File: config.mk
export PLATFORM = sky130hd
export DESIGN_NAME = dma_cycle_xlate
export DESIGN_NICKNAME = d
export VERILOG_FILES = /design/src/rtl/dcx_pkg.sv /design/src/rtl/dcx_decode.sv /design/src/rtl/dcx_grant_fsm.sv /design/src/rtl/dcx_issue.sv /design/src/rtl/dma_cycle_xlate.sv
export SDC_FILE = /design/constraint.sdc
export NUM_CORES = 1
export LEC_CHECK = 0
export BUFFER_PORTS_ARGS = -buffer_cell sky130_fd_sc_hd__buf_2
export CORE_ASPECT_RATIO = 0.9
export CORE_MARGIN = 2
export CORE_UTILIZATION = 30
export DETAILED_ROUTE_END_ITERATION = 10
export GPL_TIMING_DRIVEN = 0
export PLACE_DENSITY = 0.75
export SLEW_MARGIN = 20
export SYNTH_ARGS = -nofsm -noshare
export SYNTH_HDL_FRONTEND = slang
export SYNTH_SLANG_ARGS = --single-unit
File: constraint.sdc
create_clock -name clk -period 1.1 [get_ports clk]
set_clock_uncertainty 0.1 [all_clocks]
set_input_delay 0.11 -clock clk [delete_from_list [all_inputs] [get_ports clk]]
set_output_delay 0.11 -clock clk [all_outputs]
set_load 0.05 [all_outputs]
File: src/rtl/dcx_pkg.sv
package dcx_pkg;

    typedef enum logic [1:0] {
        CMD_NONE   = 2'b00,
        CMD_READ   = 2'b01,
        CMD_WRITE  = 2'b10,
        CMD_VERIFY = 2'b11
    } dma_cmd_e;

    typedef enum logic {
        ST_IDLE  = 1'b0,
        ST_ARMED = 1'b1
    } gnt_state_e;

    typedef struct packed {
        logic     claimed;
        dma_cmd_e cmd;
        logic     tc;
    } xlate_s;

endpackage

File: src/rtl/dcx_decode.sv
module dcx_decode
    import dcx_pkg::*;
#(
    parameter int                ADDR_W      = 32,
    parameter int                TC_BIT      = 2,
    parameter logic [ADDR_W-1:0] NORM_BASE   = '0,
    parameter logic [ADDR_W-1:0] VERIFY_BASE = ADDR_W'('hC0)
) (
    input  logic [ADDR_W-1:0] addr,
    input  logic              is_write,
    output xlate_s            res
);

    localparam logic [ADDR_W-1:0] TC_MASK = ADDR_W'(1) << TC_BIT;

    logic [ADDR_W-1:0] base;
    logic              hit_norm;
    logic              hit_verify;

    assign base       = addr & ~TC_MASK;
    assign hit_norm   = (base == NORM_BASE);
    assign hit_verify = (base == VERIFY_BASE);

    always_comb begin
        res         = '0;
        res.cmd     = CMD_NONE;
        res.tc      = addr[TC_BIT];
        if (hit_norm) begin
            res.claimed = 1'b1;
            res.cmd     = is_write ? CMD_WRITE : CMD_READ;
        end else if (hit_verify && !is_write) begin
            res.claimed = 1'b1;
            res.cmd     = CMD_VERIFY;
        end
    end

endmodule

File: src/rtl/dcx_grant_fsm.sv
module dcx_grant_fsm
    import dcx_pkg::*;
#(
    parameter int CHAN_W    = 3,
    parameter int RESV_CHAN = 4
) (
    input  logic              clk,
    input  logic              rst_n,
    input  logic              gnt_valid,
    input  logic [CHAN_W-1:0] gnt_chan,
    input  logic              acc_hit,
    input  logic              acc_tc,
    output logic              armed,
    output logic [CHAN_W-1:0] held_chan
);

    gnt_state_e state, state_nx;
    logic       gnt_ok;

    assign gnt_ok = gnt_valid && (gnt_chan != CHAN_W'(RESV_CHAN));

    always_ff @(posedge clk) begin
        if (!rst_n) state <= ST_IDLE;
        else        state <= state_nx;
    end

    always_comb begin
        state_nx = state;
        unique case (state)
            ST_IDLE: begin
                if (gnt_ok) state_nx = ST_ARMED;               // load
            end
            ST_ARMED: begin
                if (gnt_ok)                 state_nx = ST_ARMED; // reload
                else if (acc_hit && acc_tc) state_nx = ST_IDLE;  // release
                else                        state_nx = ST_ARMED; // keep
            end
        endcase
    end

    always_ff @(posedge clk) begin
        if (!rst_n)      held_chan <= '0;
        else if (gnt_ok) held_chan <= gnt_chan;
    end

    assign armed = (state == ST_ARMED);

    assert_resv_ignored_R2: assert property (@(posedge clk) disable iff (!rst_n)
        (state == ST_IDLE && gnt_valid && gnt_chan == CHAN_W'(RESV_CHAN)) |=> (state == ST_IDLE));

    assert_release_tc_R10: assert property (@(posedge clk) disable iff (!rst_n)
        (armed && acc_hit && acc_tc && !gnt_valid) |=> !armed);

    assert_hold_chan_R9: assert property (@(posedge clk) disable iff (!rst_n)
        (armed && !gnt_valid) |=> $stable(held_chan));

endmodule

File: src/rtl/dcx_issue.sv
module dcx_issue
    import dcx_pkg::*;
#(
    parameter int CHAN_W = 3
) (
    input  logic              clk,
    input  logic              rst_n,
    input  logic              strobe,
    input  logic              is_write,
    input  logic              armed,
    input  logic [CHAN_W-1:0] held_chan,
    input  xlate_s            res,
    output logic              done,
    output dma_cmd_e          cmd,
    output logic              tc,
    output logic [CHAN_W-1:0] chan,
    output logic              unclaimed
);

    logic take;
    logic issue;

    assign take  = strobe && armed;
    assign issue = take && res.claimed;

    always_ff @(posedge clk) begin
        if (!rst_n) begin
            done      <= 1'b0;
            unclaimed <= 1'b0;
            cmd       <= CMD_NONE;
            tc        <= 1'b0;
            chan      <= '0;
        end else begin
            done      <= issue;
            unclaimed <= take && !res.claimed;
            cmd       <= issue ? res.cmd : CMD_NONE;
            tc        <= issue && res.tc;
            chan      <= issue ? held_chan : '0;
        end
    end

    assert_excl_pulse_R8: assert property (@(posedge clk) disable iff (!rst_n)
        !(done && unclaimed));

    assert_caused_R8: assert property (@(posedge clk) disable iff (!rst_n)
        (done || unclaimed) |-> $past(strobe && armed));

    assert_quiet_R8: assert property (@(posedge clk) disable iff (!rst_n)
        !done |-> (cmd == CMD_NONE && !tc && chan == '0));

    assert_verify_read_R6: assert property (@(posedge clk) disable iff (!rst_n)
        (done && cmd == CMD_VERIFY) |-> !$past(is_write));

    assert_idle_silent_R3: assert property (@(posedge clk) disable iff (!rst_n)
        (strobe && !armed) |=> (!done && !unclaimed));

endmodule

File: src/rtl/dma_cycle_xlate.sv
module dma_cycle_xlate
    import dcx_pkg::*;
#(
    parameter int ADDR_W    = 32,
    parameter int CHAN_W    = 3,
    parameter int TC_BIT    = 2,
    parameter int RESV_CHAN = 4
) (
    input  logic              clk,
    input  logic              rst_n,
    input  logic              gnt_valid,
    input  logic [CHAN_W-1:0] gnt_chan,
    input  logic [ADDR_W-1:0] io_addr,
    input  logic              io_write,
    input  logic              io_strobe,
    output logic              cmd_done,
    output logic [1:0]        cmd_type,
    output logic              cmd_tc,
    output logic [CHAN_W-1:0] cmd_chan,
    output logic              cmd_unclaimed
);

    xlate_s            dec;
    logic              armed;
    logic [CHAN_W-1:0] held_chan;
    logic              acc_hit;
    dma_cmd_e          cmd_e;

    dcx_decode #(
        .ADDR_W (ADDR_W),
        .TC_BIT (TC_BIT)
    ) u_decode (
        .addr     (io_addr),
        .is_write (io_write),
        .res      (dec)
    );

    assign acc_hit = io_strobe && armed && dec.claimed;

    dcx_grant_fsm #(
        .CHAN_W    (CHAN_W),
        .RESV_CHAN (RESV_CHAN)
    ) u_fsm (
        .clk       (clk),
        .rst_n     (rst_n),
        .gnt_valid (gnt_valid),
        .gnt_chan  (gnt_chan),
        .acc_hit   (acc_hit),
        .acc_tc    (dec.tc),
        .armed     (armed),
        .held_chan (held_chan)
    );

    dcx_issue #(
        .CHAN_W (CHAN_W)
    ) u_issue (
        .clk       (clk),
        .rst_n     (rst_n),
        .strobe    (io_strobe),
        .is_write  (io_write),
        .armed     (armed),
        .held_chan (held_chan),
        .res       (dec),
        .done      (cmd_done),
        .cmd       (cmd_e),
        .tc        (cmd_tc),
        .chan      (cmd_chan),
        .unclaimed (cmd_unclaimed)
    );

    assign cmd_type = cmd_e;

    assert_resv_chan_out_R2: assert property (@(posedge clk) disable iff (!rst_n)
        cmd_done |-> (cmd_chan != CHAN_W'(RESV_CHAN)));

    assert_write_not_verify_R6: assert property (@(posedge clk) disable iff (!rst_n)
        $past(io_strobe && io_write) |-> (cmd_type != 2'b11));

endmodule

==> metrics.md <==
| Metric | Value |
|---|---|
| Peak supply drop | between 500 and 600 uV |
| Post-DP HPWL | 1.05 mm |
| Setup TNS | 0 ns |
| IO Count | between 40 and 50 |
| Total GRT Usage | 0.138 |
| Syn Area/Cell | 8.85 um^2 |
| Cell variety after synth | 20 |
| Seq pwr share | 0.465 |
| Synthesized net count | 96 |
| Crit start category | input pin |
| Sequential share of the synthesized area | 0.485 |
| Final wirelength | 1.65 mm |
| RSZ-0062 raised after global routing | yes |
| Clk Latency, worst-skew pair | 0.27 ns |
| Crit path max fanout | 7 |
| Vias in the first global route | 531 |
| Data required, critical path | around 1.2 ns |
| Slew HR | 0.596 |
| Clock H-tree levels | 1 |
| Remaining DRCs | 0 |
| Clock Tree Buf Depth | 2 |
| Yosys warns | 0 |
| Syn-to-layout area delta | 85.9% |
| Clk pwr share | 0.360 |
| TritonCTS clock tree | built |
| Critical path's top delay family | simple AND/OR/NAND/NOR gates |
| Antenna cell count | 0 |
| Max Fclk | about 900 MHz |
| Core footprint | about 0.0015 mm^2 |
| Comb power frac | 0.175 |
| Fin nets | ~150 |
| WP data arrival | 1.19 ns |
| DR vias | between 600 and 700 |
| First-pass GRT wire length | between 2 and 2.5 mm |
| CP Cell Sequence | buf_2 > nor4_2 > nand4_1 > nor3_4 > nor3b_2 |
| Leak pwr | about 0.45 nW |
| CTS Sinks | 12 |
| Port Buffers | 47 |
| Die width | between 40 and 50 um |
| Finish-stage setup viols | 0 |
| Total CTS buffers | 3 |
| CP max stage cell | nor4_2 |
| Internal | around 0.74 mW |
| Yosys reg bits | 12 |
| Worst path max stage delay | between 0.2 and 0.3 ns |
| Initial antenna violation count | 0 |
| Pre-CTS setup slack | -0.259 ns |
| Worst min path class | input pin to flop |
| Pre-Repair DR Iteration Count | 4 |
| Starting Density | 0.331 |
| Clk pin slew, worst setup/hold paths | about 0.08 ns |
| Detailed Route Iter0 Violations | 7 |
| Hold Fails Final Rpt | 0 |
| Final worst setup slack | approximately 0.014 ns |
| Total global routing overflow | 0 |
| Wire length per cell | ~12 um |
| Worst Tran Pin Value | between 0.6 and 0.7 ns |
| Postcts setup bufs | 0 |
| Root Buffer | clkbuf_4 |
| Outcome | completed |
| CP Class | input pin to flop |
| MaxCap Viol Count | 0 |
| Final Core Density | 0.615 |
| Row cnt | 13 |
| Die Y | roughly 43 um |
| Mapped Cells | 56 |
| NetSw | around 0.24 mW |
| Final Max Slew Viols | 0 |
| DIE AREA | 0.00199 mm^2 |
| CP Capture Type | flop |
| Switching part of the total | 0.243 |
| Largest net degree at the start of global routing | 8 |
| Power Density | 1060 mW/mm^2 |
| Layout cells sized above 1 | 0.573 |
| Final ANT Viol Nets | 0 |
| Final min period | between 1 and 1.5 ns |
| Vias per inst | approximately 4.6 |
| Synthesized cell area | ~500 um^2 |
| Period utilization | 0.988 |
| WP buf/inv | 1 |
| GPL Wtd Cong | slightly below 0.7 |
-- power groups by stage --
stage          Combinational, mW  Sequential, mW  Clock, mW
6_report                   0.171           0.452      0.350
2_1_floorplan             0.0382           0.463          0
3_5_place_dp               0.131           0.460          0
4_1_cts                    0.142           0.450      0.349
5_1_grt                    0.184           0.453      0.360
3_3_place_gp               0.127           0.460          0
-- path summary, 6_finish.rpt --
check,startpoint,to,slack (ns),cells past startpoint
setup / recovery,io_addr[8],u_issue.cmd[0],0.01,5
hold / removal,rst_n,u_fsm.armed,0.02,3
setup reg to reg,u_fsm.armed,u_issue.cmd[0],0.02,3
hold reg to reg,u_fsm.held_chan[2],u_fsm.held_chan[2],0.37,2
-- placed cells by master (no fill, tap or decap), types with 2 or more instances in the layout --
master,instances
dlygate4sd3_1,3
buf_6,4
dfxtp_1,11
a22oi_1,2
nor4_4,2
nor2_1,5
nand4_1,2
nor2b_1,2
nor4_2,4
and3_1,4
buf_2,43
nand2_1,2
o21ai_0,6
inv_1,3
a21oi_1,3
clkbuf_4,3
-- synthesized netlist by cell type, drive strengths merged --
cell type | count | share of area
a31oi | 1 | 0.013
nor4 | 6 | 0.076
xor2 | 1 | 0.018
inv | 3 | 0.023
nand3b | 1 | 0.015
and2 | 1 | 0.015
and3 | 4 | 0.050
nor2b | 2 | 0.025
a21boi | 1 | 0.015
nand2 | 2 | 0.015
dfxtp | 12 | 0.48
nor2 | 5 | 0.038
nand3 | 1 | 0.010
a21oi | 3 | 0.030
nor3 | 2 | 0.030
o21ai | 6 | 0.061
nand4 | 2 | 0.025
nor3b | 1 | 0.025
a22oi | 2 | 0.030
-- final cells by class --
class	count	area, um^2
multi-input cells	41	314
flip-flops and latches	12	241
repair buffers	50	290
clock buffers	4	36.3
inverters	3	11.3
well taps	22	27.5
fillers	140	576
-- timing repair --
action                                 in CTS  in global routing
hold buffers                                3                  0
gates resized for setup                     2                 11
pin swaps                                   2                  9
setup endpoints to repair                   7                  9
endpoints found under the hold margin       2                  0
-- flip-flops by register name, indices dropped and copies added (netlist names) --
register           flops
u_issue.done           1
u_issue.chan           3
u_fsm.armed            1
u_issue.tc             1
u_issue.cmd            2
u_issue.unclaimed      1
u_fsm.held_chan        3
-- per-stage QoR --
stage	power, mW	cells	instance area (um^2)	hold slack [ns]
floorplan	0.501	56	514	0.0795
global placement	0.587	125	777	0.204
detailed placement	0.591	125	777	0.208
CTS	0.941	132	856	0.0106
global route	0.997	132	921	0.0346
finish	0.973	132	921	0.0222
-- worst register-to-register path: cells and delay by family, from the launching register on --
family / cells / cell delay, ns
and+or+nand+nor: 3 / 0.57
DFF: 1 / 0.34
-- metal layers --
layer  vias up  wire, um  global-route usage
li1        315         -                   -
met1       270       673               0.159
met2        15       911               0.236
met3         2        48              0.0302
met4         0        14              0.0556
met5         -         0                   0
-- kinds of logic (layout without fill, tap and decap cells) --
logic type,count (synthesis),in the layout,share of synthesized area
and+or+nand+nor,27,27,0.326
AOI/OAI and AO/OA,13,13,0.149
DFF,12,12,0.485
buffers and inverters,3,57,0.0227
xor gates and xnor gates,1,1,0.0177
(Power assumes the default switching activity.)
